File: config.mk
export PLATFORM = sky130hd
export DESIGN_NAME = mul_exec_unit
export DESIGN_NICKNAME = d
export VERILOG_FILES = /design/src/rtl/mul_pkg.sv /design/src/rtl/mul_decode.sv /design/src/rtl/mul_datapath.sv /design/src/rtl/mul_exec_unit.sv
export SDC_FILE = /design/constraint.sdc
export NUM_CORES = 2
export LEC_CHECK = 0
export ABC_CLOCK_PERIOD_IN_PS = 21600
export BUFFER_PORTS_ARGS = -buffer_cell sky130_fd_sc_hd__buf_2
export CORE_MARGIN = 8
export CORE_UTILIZATION = 52
export DETAILED_ROUTE_END_ITERATION = 10
export GPL_TIMING_DRIVEN = 0
export MAX_ROUTING_LAYER = met4
export PLACE_DENSITY = 0.69
export REMOVE_ABC_BUFFERS = 1
export SLEW_MARGIN = 0
export SYNTH_ARGS = -nofsm -noshare
export SYNTH_HDL_FRONTEND = slang
export SYNTH_SLANG_ARGS = --single-unit
File: constraint.sdc
create_clock -name clk -period 21.6 [get_ports clk]
set_input_delay 3.24 -clock clk [delete_from_list [all_inputs] [get_ports clk]]
set_output_delay 3.24 -clock clk [all_outputs]
set_load 0.05 [all_outputs]
File: src/rtl/mul_pkg.sv
package mul_pkg;

  localparam logic [6:0] OPC_REG_REG = 7'b0110011;
  localparam logic [6:0] F7_MULDIV   = 7'b0000001;

  typedef struct packed {
    logic high;
    logic sgn_a;
    logic sgn_b;
  } mul_op_t;

  localparam mul_op_t OP_LOW_SS = '{high: 1'b0, sgn_a: 1'b1, sgn_b: 1'b1};

  // funct3[1:0] picks the variant once funct3[2] is known to be zero
  function automatic mul_op_t op_from_funct3(input logic [1:0] f);
    mul_op_t o;
    case (f)
      2'b00:   o = OP_LOW_SS;
      2'b01:   o = '{high: 1'b1, sgn_a: 1'b1, sgn_b: 1'b1};
      2'b10:   o = '{high: 1'b1, sgn_a: 1'b1, sgn_b: 1'b0};
      default: o = '{high: 1'b1, sgn_a: 1'b0, sgn_b: 1'b0};
    endcase
    return o;
  endfunction

endpackage

File: src/rtl/mul_decode.sv
module mul_decode
  import mul_pkg::*;
(
  input  logic [31:0] instr_i,
  input  logic        cmul_i,
  output logic        is_mul_o,
  output mul_op_t     op_o
);

  logic [6:0] opcode_f;
  logic [6:0] funct7_f;
  logic [2:0] funct3_f;
  logic       opcode_match;
  logic       funct7_match;
  logic       funct3_mul;
  logic       unused_reg_fields;

  assign opcode_f = instr_i[6:0];
  assign funct3_f = instr_i[14:12];
  assign funct7_f = instr_i[31:25];
  assign unused_reg_fields = ^{instr_i[24:15], instr_i[11:7]};

  assign opcode_match = (opcode_f == OPC_REG_REG);
  assign funct7_match = (funct7_f == F7_MULDIV);
  assign funct3_mul   = ~funct3_f[2];

  always_comb begin
    if (cmul_i) begin
      is_mul_o = 1'b1;
      op_o     = OP_LOW_SS;
    end else begin
      is_mul_o = opcode_match & funct7_match & funct3_mul;
      op_o     = op_from_funct3(funct3_f[1:0]);
    end
  end

endmodule

File: src/rtl/mul_datapath.sv
module mul_datapath
  import mul_pkg::*;
#(
  parameter int XLEN = 32
) (
  input  logic            clk,
  input  logic            rst_n,
  input  logic [XLEN-1:0] a_i,
  input  logic [XLEN-1:0] b_i,
  input  mul_op_t         op_i,
  output logic [XLEN-1:0] res_o
);

  localparam int EW = XLEN + 1;
  localparam int PW = 2 * XLEN;
  localparam int FW = 2 * EW;

  function automatic logic [EW-1:0] widen(input logic [XLEN-1:0] v, input logic s);
    return {s & v[XLEN-1], v};
  endfunction

  function automatic logic [XLEN-1:0] pick_half(input logic [PW-1:0] p, input logic hi);
    return hi ? p[PW-1:XLEN] : p[XLEN-1:0];
  endfunction

  logic [EW-1:0]        ext_a;
  logic [EW-1:0]        ext_b;
  logic signed [FW-1:0] prod_full;
  logic [PW-1:0]        prod;
  logic [FW-1:PW]       unused_prod_top;
  logic [XLEN-1:0]      low_check;

  assign ext_a     = widen(a_i, op_i.sgn_a);
  assign ext_b     = widen(b_i, op_i.sgn_b);
  assign prod_full = FW'($signed(ext_a)) * FW'($signed(ext_b));
  assign prod      = prod_full[PW-1:0];
  assign unused_prod_top = prod_full[FW-1:PW];
  assign res_o     = pick_half(prod, op_i.high);

  // low half does not depend on operand signedness
  assign low_check = a_i * b_i;

  p_low_half_plain_r2: assert property (@(posedge clk) disable iff (!rst_n)
    !op_i.high |-> (res_o == low_check));

  p_high_zero_operand_r9: assert property (@(posedge clk) disable iff (!rst_n)
    (op_i.high && (a_i == '0 || b_i == '0)) |-> (res_o == '0));

  p_high_uu_by_one_r5: assert property (@(posedge clk) disable iff (!rst_n)
    (op_i.high && !op_i.sgn_a && !op_i.sgn_b && b_i == XLEN'(1)) |-> (res_o == '0));

endmodule

File: src/rtl/mul_exec_unit.sv
module mul_exec_unit
  import mul_pkg::*;
#(
  parameter int XLEN = 32
) (
  input  logic            clk,
  input  logic            rst_n,
  input  logic [31:0]     instr_i,
  input  logic            cmul_i,
  input  logic            en_muldiv_i,
  input  logic            en_mulonly_i,
  input  logic [XLEN-1:0] rs1_val_i,
  input  logic [XLEN-1:0] rs2_val_i,
  output logic            hit_o,
  output logic            illegal_o,
  output logic [XLEN-1:0] result_o
);

  logic            dec_hit;
  mul_op_t         dec_op;
  logic [XLEN-1:0] dp_res;
  logic            ext_enabled;
  logic            do_write;
  logic            hit_q;
  logic            illegal_q;
  logic [XLEN-1:0] res_q;

  generate
    if (XLEN != 32 && XLEN != 64) begin : g_bad_xlen
      initial $display("mul_exec_unit: XLEN must be 32 or 64");
    end
  endgenerate

  mul_decode u_decode (
    .instr_i  (instr_i),
    .cmul_i   (cmul_i),
    .is_mul_o (dec_hit),
    .op_o     (dec_op)
  );

  mul_datapath #(.XLEN(XLEN)) u_datapath (
    .clk   (clk),
    .rst_n (rst_n),
    .a_i   (rs1_val_i),
    .b_i   (rs2_val_i),
    .op_i  (dec_op),
    .res_o (dp_res)
  );

  assign ext_enabled = en_muldiv_i | en_mulonly_i;
  assign do_write    = dec_hit & ext_enabled;

  always_ff @(posedge clk) begin
    if (!rst_n) begin
      hit_q     <= 1'b0;
      illegal_q <= 1'b0;
      res_q     <= '0;
    end else begin
      hit_q     <= dec_hit;
      illegal_q <= dec_hit & ~ext_enabled;
      if (do_write) res_q <= dp_res;
    end
  end

  assign hit_o     = hit_q;
  assign illegal_o = illegal_q;
  assign result_o  = res_q;

  p_illegal_implies_hit_r6: assert property (@(posedge clk) disable iff (!rst_n)
    illegal_o |-> hit_o);

  p_illegal_holds_result_r6: assert property (@(posedge clk) disable iff (!rst_n)
    illegal_o |-> $stable(result_o));

  p_nohit_holds_result_r1: assert property (@(posedge clk) disable iff (!rst_n)
    !hit_o |-> $stable(result_o));

  p_upper_funct3_rejected_r1: assert property (@(posedge clk) disable iff (!rst_n)
    (!cmul_i && instr_i[14]) |=> !hit_o);

  p_cmul_low_signed_r7: assert property (@(posedge clk) disable iff (!rst_n)
    cmul_i |-> (dec_hit && !dec_op.high && dec_op.sgn_a && dec_op.sgn_b));

endmodule

Yosys cells after proc, flatten, opt, wreduce, memory -nomap -nowiden. Cells that the tools add are included.

Equality and inequality tests: 4. $mul: 1. Muxes and demuxes: 4. Bitwise logic cells: 9. Reduce and logical (&&, ||, !) cells: 1.

Operators with widths (number): $mul A33 B33 Y64 (1); $mux W32 (1); $pmux W3 S3 (1); $eq A7 B1 Y1 const B (1); $eq A7 B6 Y1 const B (1); $and A1 B1 Y1 (6); $mux W3 (1); $eq A2 B1 Y1 const B (1); $eq A2 B2 Y1 const B (1); $logic_not A2 Y1 (1); $not A1 Y1 (2); $mux W1 (1); $or A1 B1 Y1 (1).

Word-level logic and storage cells: 22. Output and inout bits: 34. Register bits after elaboration: 34.

Depth between registers and ports, before layout.
Depth in word-level cells: 6. Mapped depth: 30. Mapped depth without buffers: 28.

Cells and area by module. Synthesis repeated with hierarchy kept, for this count alone.

Cell total of the unflattened synthesis: 4393. Area, all modules: 39690.6 µm².

Modules (own cells, without submodules): mul_datapath (cells each 4241, instances 1, area each 38268.0 µm², sequential area each 0.0 µm²); mul_exec_unit (cells each 143, instances 1, area each 1351.3 µm², sequential area each 680.7 µm²); mul_decode (cells each 9, instances 1, area each 71.3 µm², sequential area each 0.0 µm²).

Least setup slack after synthesis. Ideal clock, no wire load.

Path kind: input to register. Start: input port rs1_val_i[31]. End: register res_q[28], in the netlist result_o[28]. Path slack: 10958 ps. Arrival time: 10522 ps. Library setup time: 120 ps. Cell stages on the path: 26. Path through: clkbuf_1 and2_1 clkbuf_1 nand2_1 inv_1 fa_1 fa_1 fa_1 inv_1 fa_1 fa_1 fa_1 fa_1 fa_1 inv_1 ha_1 clkbuf_1 a21o_1 a21oi_1 nand2_1 nand4b_1 a311oi_1 nor4_2 o21ai_1 a21oi_1 o31a_1.

Cells in the longest elaborated chain, start to end: 3.

RTL lines: from (decl) (line mul_exec_unit.sv:12) `input logic [XLEN-1:0] rs1_val_i,`; $and A1 B1 Y1 (line mul_datapath.sv:19) `return {s & v[XLEN-1], v};`; $mul A33 B33 Y64 (*) (line mul_datapath.sv:35) `assign prod_full = FW'($signed(ext_a)) * FW'($signed(ext_b));`; $mux W32 (*) (line mul_datapath.sv:23) `return hi ? p[PW-1:XLEN] : p[XLEN-1:0];`; to (signal assigned) (line mul_exec_unit.sv:61) `if (do_write) res_q <= dp_res;`; to (decl) (line mul_exec_unit.sv:26) `logic [XLEN-1:0] res_q;`.

Mark *: on every way between the ends. The rest lies on a longest branch, timed or not. A chain may end at the register's enable or synchronous reset.

Worst setup path after layout.
Start: input port cmul_i. End: register res_q[28], in the netlist result_o[28].

Cells in the longest elaborated chain, start to end: 4. Elaborated cells on any way between the ends: 7. Those cells by class: mul (1); mux (3); bitwise (3).

RTL lines: from (decl) (line mul_exec_unit.sv:9) `input logic cmul_i,`; $mux W3 (line mul_decode.sv:28) `if (cmul_i) begin`; $and A1 B1 Y1 (line mul_datapath.sv:19); $mul A33 B33 Y64 (line mul_datapath.sv:35); $mux W32 (line mul_datapath.sv:23).

Several ways; a longest one is shown, not always the timed one.

==> results.yml <==
clock_network:
  clk_latency_ns: 0.31
  clockRootBuffer: "clkbuf_16"
  ctsResizeCount: 0
  clock_path_buffers: 2
  hold_buffers: 0
  numCtsBuffers: 5
  cts_sinks: 34
  post_cts_buffers: 0
  clk_pin_slew_ns: 0.08
  cts_tree: "done"
  cts_max_level: 2
setup_path:
  cp_slowest_stage_delay_ns: 0.86
  slowest_stage: "nand3b_1"
  cp_max_fo: 21
  arrival_ns: 13.14
  critPathMostFrequentCell: "fa_1"
  crit_required_ns: 21.80
  criticalPathCategory: "in -> reg"
  path_delay_family: "adder cells"
  end_kind: "flop"
  critPathBufInv: 4
  worstSetupStartpointType: "input pin"
placement:
  port_buffers: 119
  routabilityCongestion: 0.962
  preCtsSetupSlack_ns: 8.31
  dp_hpwl_mm: 86.1
sta:
  relSlewSlack_pct: 21.1
  whs_ns: 0.528
  finalSetupViolCount: 0
  max_freq_mhz: 77.3
  slew_viol_final: 0
  finalCriticalPeriod_ns: 12.94
  setup_tns_ns: 0
  hold_viol: 0
  finalClockSkew_ns: 0
  post-route-period-util_pct: 59.9
  worst_slew_pin_slew_ns: 1.18
  layout_setup_ws_ns: 8.66
  rsz0062_at_grt: "false"
logic_synthesis:
  synthTopCellsByArea: "fa_1 (57%), inv_1 (10%), nand2_1 (7.5%), ha_1 (6.7%), and2_1 (4.9%)"
  ys_warn_count: 0
  yosysTopAreaCell: "fa_1"
  synthArstFlopShare_pct: 0
  synth_cells: 4383
  synth_flop_cell: "dfxtp_1"
  synth_edf_count: 0
  synth-seq-area-share_pct: 1.73
  synth.distinct_cells: 68
  syn_avg_cell_area_sq_um: 9.00
  synth_top_area_share_pct: 57.1
  ys_ff_latch: 34
  synth_area_sq_um: 39400
grt:
  grt_overflow: 0
  grt_max_degree: 54
  antenna_found_initial: 2
  grt_pass1_vias: 32377
  grt_usage_pct: 26.7
  grt_pass1_wl_mm: 175
routing:
  dr.first_iter.drc_count: 1706
  wirelength_mm: 106
  wl_per_cell_microns: 20.1
  drtAntennaViolNets: 0
  routed_via_density: 5.46
  dr.pass1.iters: 7
  drc_errors: 0
  vias: 28701
outcome:
  status: "finished clean"
floorplanning:
  die-height_microns: 291
  die_w_microns: 291
  core_area_sq_um: 75600
  ioPinCount: 135
  row_count: 101
  die_area_sq_um: 84900
  start_util_pct: 52.2
cells_and_area:
  drive_gt1_share_pct: 3.58
  nNetsFinal: 5711
  fin_util_pct: 53.8
  area_growth_pct: 3.01
min_path:
  hold_path_class: "reg -> reg"
run:
  drv_cap: 0
==> cell usage in the layout (no fill, tap or decap), types with 5 or more instances in the layout <==
| master | netlist | layout |
|---|---|---|
| or3_1 | 10 | 10 |
| xor2_1 | 25 | 25 |
| inv_1 | 1084 | 1084 |
| a31oi_1 | 20 | 20 |
| nand4_1 | 9 | 9 |
| buf_2 | 9 | 119 |
| o21ai_0 | 76 | 76 |
| and3_1 | 29 | 29 |
| dfxtp_1 | 34 | 34 |
| o31ai_1 | 5 | 5 |
| o21ai_1 | 5 | 5 |
| xnor2_1 | 34 | 34 |
| a211oi_1 | 17 | 17 |
| nor2_1 | 67 | 65 |
| nor3_1 | 20 | 20 |
| o211ai_1 | 8 | 8 |
| ha_1 | 212 | 212 |
| clkbuf_16 | 0 | 5 |
| fa_1 | 1125 | 1125 |
| a21o_1 | 36 | 36 |
| nor2b_1 | 7 | 7 |
| a21oi_1 | 88 | 88 |
| or2_2 | 11 | 11 |
| and2_1 | 311 | 311 |
| nand3_1 | 33 | 33 |
| o21a_1 | 5 | 5 |
| nand2_1 | 784 | 783 |
| o21bai_1 | 12 | 12 |
| nand2b_1 | 10 | 10 |
==> layout make-up <==
cell class,instances,area (sq um)
Fill cell,7030,34900
Multi-Input combinational cell,3026,33800
Inverter,1084,4070
Tap cell,978,1220
Sequential cell,34,681
Timing Repair Buffer,122,663
Clock buffer,5,125
Clock inverter,3,68.8
Antenna cell,1,2.50
==> metrics by stage <==
stage / cells / cell area (sq um)
floorplan: 4144 / 38500
global placement: 5241 / 40300
detailed placement: 5244 / 40400
CTS: 5252 / 40600
global route: 5252 / 40600
finish: 5253 / 40600
==> layer usage <==
metal	vias to the layer above	wire length, microns	GRT usage [%]
met2	981	50900	43.5
met1	15078	44900	35.8
met3	190	6950	3.13
met5	-	0	-
met4	0	2900	6.62
li1	12452	-	-
==> tightest hold or removal path, delay by kind of cell, from the launching register on <==
kind               cells  cell delay, ns
AOI/OAI and AO/OA      1            0.09
DFF                    1            0.33
and+or+nand+nor        1            0.08
==> registers in the layout (all words and copies together) (netlist names) <==
name,count
hit_o,1
illegal_o,1
result_o,32
==> final timing paths <==
check | depth (start not counted) | endpoint | slack [ns] | start
worst min-delay path | 2 | result_o[15] | 0.53 | result_o[15]
worst max-delay path | 25 | result_o[28] | 8.66 | cmul_i
worst max register to register | 3 | result_o[30] | 20.54 | result_o[30]
worst min register to register | 2 | result_o[15] | 0.53 | result_o[15]
==> synthesized netlist by cell type (3+ instances only) <==
cell type  instances
o31a_1             4
clkbuf_1         229
nand4_1            9
nor2b_1            7
or2_2             11
o21bai_1          12
a21oi_1           88
a21boi_1           3
xnor2_1           34
o21ai_1            5
o21a_1             5
a211oi_1          17
or3_1             10
and3_1            29
a41oi_1            4
mux2i_1            4
nor3_1            20
o211ai_1           8
nand3_1           33
fa_1            1125
o31ai_1            5
nand3b_1           4
buf_2              9
a31oi_1           20
nand2_1          784
o21ai_0           76
nand2b_1          10
ha_1             212
nand4b_1           3
and2_1           311
xor2_1            25
nor2_1            67
dfxtp_1           34
inv_1           1084
a221o_1            3
a21o_1            36
nor4_1             4
==> logic make-up after synthesis <==
group | synth area share (%)
AND/OR/NAND/NOR | 15.4
multiplexers | 0.102
buffers and inverters | 12.6
AO/OA/AOI/OAI | 4.98
XOR/XNOR | 1.31
adder cells (fa/ha/maj) | 63.8
flip-flops | 1.73
Power is left out: the tool's default activity adds up to more than one toggle a clock period on the data nets, which glitch-free logic cannot reach.
